## src/rtl/qphase_seq.sv

```systemverilog
module qphase_seq #(
  parameter int            PC_W     = 13,
  parameter int            IW       = 14,
  parameter logic [IW-1:0] NOP_WORD = '0
) (
  input  logic            clk,
  input  logic            rst_n,
  input  logic [IW-1:0]   instr_in,
  input  logic            br_taken,
  input  logic [PC_W-1:0] br_target,
  output logic [3:0]      q_ph,
  output logic [PC_W-1:0] pc,
  output logic [PC_W-1:0] pmem_addr,
  output logic [IW-1:0]   ir,
  output logic            force_nop,
  output logic            dm_rd,
  output logic            dm_wr,
  output logic            cyc_clk
);
  localparam int NPH = 4;
  localparam int PHW = $clog2(NPH);

  logic [PHW-1:0] ph;
  logic           last_ph;
  logic           take_br;

  assign last_ph = (ph == PHW'(NPH - 1));
  assign take_br = br_taken & ~force_nop;

  always_ff @(posedge clk) begin
    if (!rst_n)       ph <= '0;
    else if (last_ph) ph <= '0;
    else              ph <= ph + 1'b1;
  end

  for (genvar i = 0; i < NPH; i++) begin : g_ph
    assign q_ph[i] = (ph == PHW'(i));
  end

  always_ff @(posedge clk) begin
    if (!rst_n) begin
      pc        <= '0;
      ir        <= NOP_WORD;
      force_nop <= 1'b1;
    end else if (last_ph) begin
      pc        <= take_br ? br_target : pc + 1'b1;
      ir        <= take_br ? NOP_WORD : instr_in;
      force_nop <= take_br;
    end
  end

  assign pmem_addr = pc;
  assign dm_rd     = q_ph[1] & ~force_nop;
  assign dm_wr     = q_ph[3] & ~force_nop;
  assign cyc_clk   = q_ph[0] | q_ph[1];
endmodule

```

## config.mk

```make
export PLATFORM = sky130hd
export DESIGN_NAME = qphase_seq
export DESIGN_NICKNAME = d
export VERILOG_FILES = /design/src/rtl/qphase_seq.sv
export SDC_FILE = /design/constraint.sdc
export NUM_CORES = 1
export LEC_CHECK = 0
export CAP_MARGIN = 20
export CORE_ASPECT_RATIO = 1.5
export CORE_MARGIN = 5
export CORE_UTILIZATION = 42
export DETAILED_ROUTE_END_ITERATION = 8
export PLACE_DENSITY = 0.84
export SLEW_MARGIN = 15
export SYNTH_ARGS = -nofsm -noshare
export SYNTH_HDL_FRONTEND = slang
export SYNTH_SLANG_ARGS = --single-unit
```

## constraint.sdc

```tcl
create_clock -name clk -period 4.6 [get_ports clk]
set_input_delay 0.69 -clock clk [delete_from_list [all_inputs] [get_ports clk]]
set_output_delay 0.69 -clock clk [all_outputs]
set_load 0.01 [all_outputs]
```

After elaboration in Yosys (flattened, before gate mapping)
Index checks and enable logic that the tools add are counted.
- add/subtract/negate cells: 2
- multiply operators: 0
- divide/modulo/power cells: 0
- $lt $le $gt $ge: 0
- equal/unequal tests: 3
- shift operators: 0
- muxes and demuxes: 2
- bitwise gates (word level): 6
- reductions and logical operators: 2
- operators by type and width (cell ; number):
    $mux 14 ; 1
    $add 13x1->13 const B ; 1
    $mux 13 ; 1
    $eq 2x2->1 const B ; 2
    $and 1x1->1 ; 3
    $add 2x1->2 const B ; 1
    $eq 2x1->1 const B ; 1
    $logic_not 2->1 ; 1
    $not 1->1 ; 2
    $reduce_or 2->1 ; 1
    $or 1x1->1 ; 1
- flip-flop bits (word level): 30
- bits in latches: 0
- memory bits (writable): 0
- bits in read-only memories: 0
- input bits: 30
- output and inout port bits: 48
- logic and storage cells: 19
- memories: 0

Logic depth before layout (Yosys ltp)
- word-level depth: 3
- mapped depth: 6
- gate-level depth less buffers: 5

Worst setup path after synthesis
OpenSTA, ideal clock, no wires.
- kind: reg-to-output
- start point: register ph[0]
- end point: output port dm_wr
- arrival time: 1.297 ns
- required time: 3.910 ns
- setup slack: 2.613 ns
- stages on the path, launching flop included: 5
- cells stage by stage: dfxtp_1 > ha_1 > clkbuf_1 > clkbuf_1 > nor2b_1
- word-level cells in the longest chain between the ends: 2
- RTL lines (item ; line ; RTL):
    start: declaration ; 23 ; logic [PHW-1:0] ph;
    start signal: assignment ; 33 ; else ph <= ph + 1'b1;
    $eq 2x2->1 ; n/a ;
    via last_ph ; 24 ; logic last_ph;
    $and 1x1->1 ; 54 ; assign dm_wr = q_ph[3] & ~force_nop;
    end: declaration ; 17 ; output logic dm_wr,
The timed path passes the listed nets, and every way through them passes these cells.

Worst setup path after layout
- start point: register ph[0]
- end point: output port dm_wr
- word-level cells in the longest chain between the ends: 2
- RTL lines (item ; line ; RTL):
    $eq 2x2->1 ; 37 ; assign q_ph[i] = (ph == PHW'(i));
    $and 1x1->1 ; 54 ;
Every way passes these cells.

==> impl_metrics.json <==
{
  "hp-class": "reg -> reg",
  "io_buffer_count": 77,
  "setup-violations-final": 0,
  "fmax_mhz": 366,
  "post-route-drc-count": 0,
  "end_kind": "primary output",
  "tns_ps": 0,
  "critPathMaxFanout": 22,
  "post-cts-setup-buffers": 0,
  "hold_viol": 0,
  "arrival_ps": 2040,
  "worst_r2r_path_depth": 5,
  "routedWlPerCell_um": 14.1,
  "firstDrtPassIters": 4,
  "synth-seq-cells": 30,
  "h-tree-depth": 2,
  "grt_max_degree": 29,
  "synth.distinct_cells": 39,
  "clockBufferDepth": 2,
  "grt_overflow": 0,
  "p_per_area_mw_per_mm2": 267,
  "via_count": 1458,
  "syn_nets": 209,
  "yosysSeqAreaShare": 0.399,
  "drive_above_1_share": 0.0553,
  "period_share": 0.594,
  "ys.flop_type": "dfxtp_1",
  "synth_cells": 174,
  "whs_ps": 478,
  "clock_power_share": 0.361,
  "worstPathRequired_ps": 3910,
  "drt_iter0_markers": 50,
  "ios": 78,
  "dieArea_mm2": 0.00491,
  "rsz0062_at_grt": "false",
  "routabilityCongestion": 0.806,
  "min_period_ps": 2730,
  "relSlewSlack": 0.307,
  "power_frac_comb": 0.177,
  "path_cells": "ha_1, nor2b_1, clkdlybuf4s50_1",
  "cts.sinks": 30,
  "slew_violations": 0,
  "finalNetCount": 269,
  "clock-root-buffer": "clkbuf_8",
  "die_h_um": 83.4,
  "p_seq_frac": 0.463,
  "p_int_w": 0.000455,
  "die_w_um": 58.9,
  "n_antenna_cell": 0,
  "routed_via_density": 5.26,
  "outcome": "complete, no violations",
  "layout_commonest_cell": "clkdlybuf4s50_1",
  "final_cell_mix": "clkdlybuf4s50_1 (77), dfxtp_1 (30), nand2_1 (17)",
  "numCtsBuffers": 5,
  "yosys_warnings": 0,
  "dp.cells": 269,
  "totalPowerFinal_w": 0.000608,
  "p_sw_w": 0.000152,
  "synth_area_mm2": 0.00151,
  "yosys.area.top_type_share": 0.399,
  "coreArea_mm2": 0.00345,
  "wl_mm": 3.91,
  "rows": 26,
  "area_growth_pct": 51.2,
  "p_leak_nw": 0.818,
  "clkSlewWorstSetupHoldPaths_ps": 60,
  "grt_antenna_before_repair": 0,
  "instances_no_fill": 277,
  "insertion_delay_ps": 280,
  "postCtsHoldBufs": 0,
  "switching_share": 0.251,
  "synth-async-reset-ratio": 0,
  "syn_avg_cell_area_um2": 8.66,
  "crit_type": "reg -> out",
  "critPathSlowestCell": "ha_1",
  "synth_edf_count": 0,
  "placed_cell_area_mm2": 0.00218,
  "ant_nets": 0,
  "track_usage": 0.160,
  "worst_slew_pin_slew_ps": 1040,
  "start_util": 0.437,
  "hold_depth": 1,
  "synth_top_area_cell": "dfxtp_1",
  "cts_tree": "built",
  "synth.area.top_cells": "dfxtp_1 (40%), a22o_1 (8.1%), buf_4 (7.0%), nand2_1 (4.2%), ha_1 (4.2%)",
  "cap_violations": 0,
  "critPathLaunchType": "register",
  "grt_pass1_vias": 1392,
  "cts_resized": 0,
  "clock_skew_ps": 2.71,
  "cpPeakStageDelay_ps": 620,
  "irDropWorstVdd_mv": 0.242,
  "design_area_mm2": 0.00228,
  "dp_hpwl_mm": 2.89,
  "grt_pass1_wl_mm": 6.22
}
==> critical path: cells and delay by family, from the launching register on <==
kind,cells,cell delay [ps]
adder cells (fa/ha/maj),1,620
buffers and inverters,1,540
flip-flops,1,390
AND/OR/NAND/NOR,1,210
==> layer usage <==
metal / global-route usage / vias to the layer above / routed length, µm
li1: - / 720 / -
met3: 0.0761 / 6 / 400
met2: 0.269 / 58 / 1990
met1: 0.167 / 674 / 1460
met4: 0.0619 / 0 / 59
met5: 0 / - / 0
==> state kept, by name, summed over array words and instances (netlist names) <==
register	count
ir	14
pc	13
ph	2
force_nop	1
==> power by group through the flow <==
stage	registers, W	logic [W]	clock network, W
after global routing	0.000283	0.000117	0.000236
after CTS	0.000281	0.000109	0.000224
after detailed placement	0.000287	0.000109	0
after floorplan	0.000288	0.0000453	0
after global placement	0.000287	0.000107	0
final	0.000281	0.000107	0.000219
==> worst paths after layout <==
kind	startpoint	endpoint	slack [ps]
max	ph[0]$_SDFF_PP0_	dm_wr	1870
min	ir[11]$_SDFFE_PN0P_	ir[11]$_SDFFE_PN0P_	480
max reg2reg	ph[0]$_SDFF_PP0_	pc[11]$_SDFFE_PN0P_	2270
min reg2reg	ir[11]$_SDFFE_PN0P_	ir[11]$_SDFFE_PN0P_	480
==> cells in the mapped netlist, types with 2 or more instances <==
cell type,count
dfxtp_1,30
a21boi_0,4
a22oi_1,3
buf_2,5
or3_1,2
o22ai_1,2
a21o_1,2
nor4_1,3
inv_1,6
a21oi_1,4
a22o_1,14
clkbuf_1,5
nor2_1,9
nand2_1,17
nor2b_1,4
and2_0,2
o21ai_0,9
o21a_1,4
and3b_1,2
ha_1,5
nand2b_1,2
buf_4,14
nor3_1,5
nand3_1,6
==> through the flow <==
| stage | util | worst slack [ps] |
|---|---|---|
| final | 0.661 | 1870 |
| after global routing | 0.661 | 1730 |
| after CTS | 0.661 | 1860 |
| after detailed placement | 0.633 | 1890 |
| after global placement | 0.633 | 1950 |
| after floorplan | - | 2610 |
==> final cells by class <==
type / instances / area (µm²)
Sequential cell: 30 / 601
Inverter: 6 / 22.5
Clock buffer: 6 / 82.6
Tap cell: 42 / 52.6
Timing Repair Buffer: 77 / 771
Multi-Input combinational cell: 114 / 737
Clock inverter: 2 / 12.5
Fill cell: 305 / 1170
==> kinds of logic (layout without fill, tap and decap cells) <==
group	Yosys count	in the layout	share of synthesized area
flops	30	30	0.399
simple gates	59	59	0.203
compound gates	49	49	0.236
mux	1	1	0.00664
buf+inv	30	91	0.114
fa+ha+maj	5	5	0.0415
Note: power is estimated with default switching activity, not from simulation.
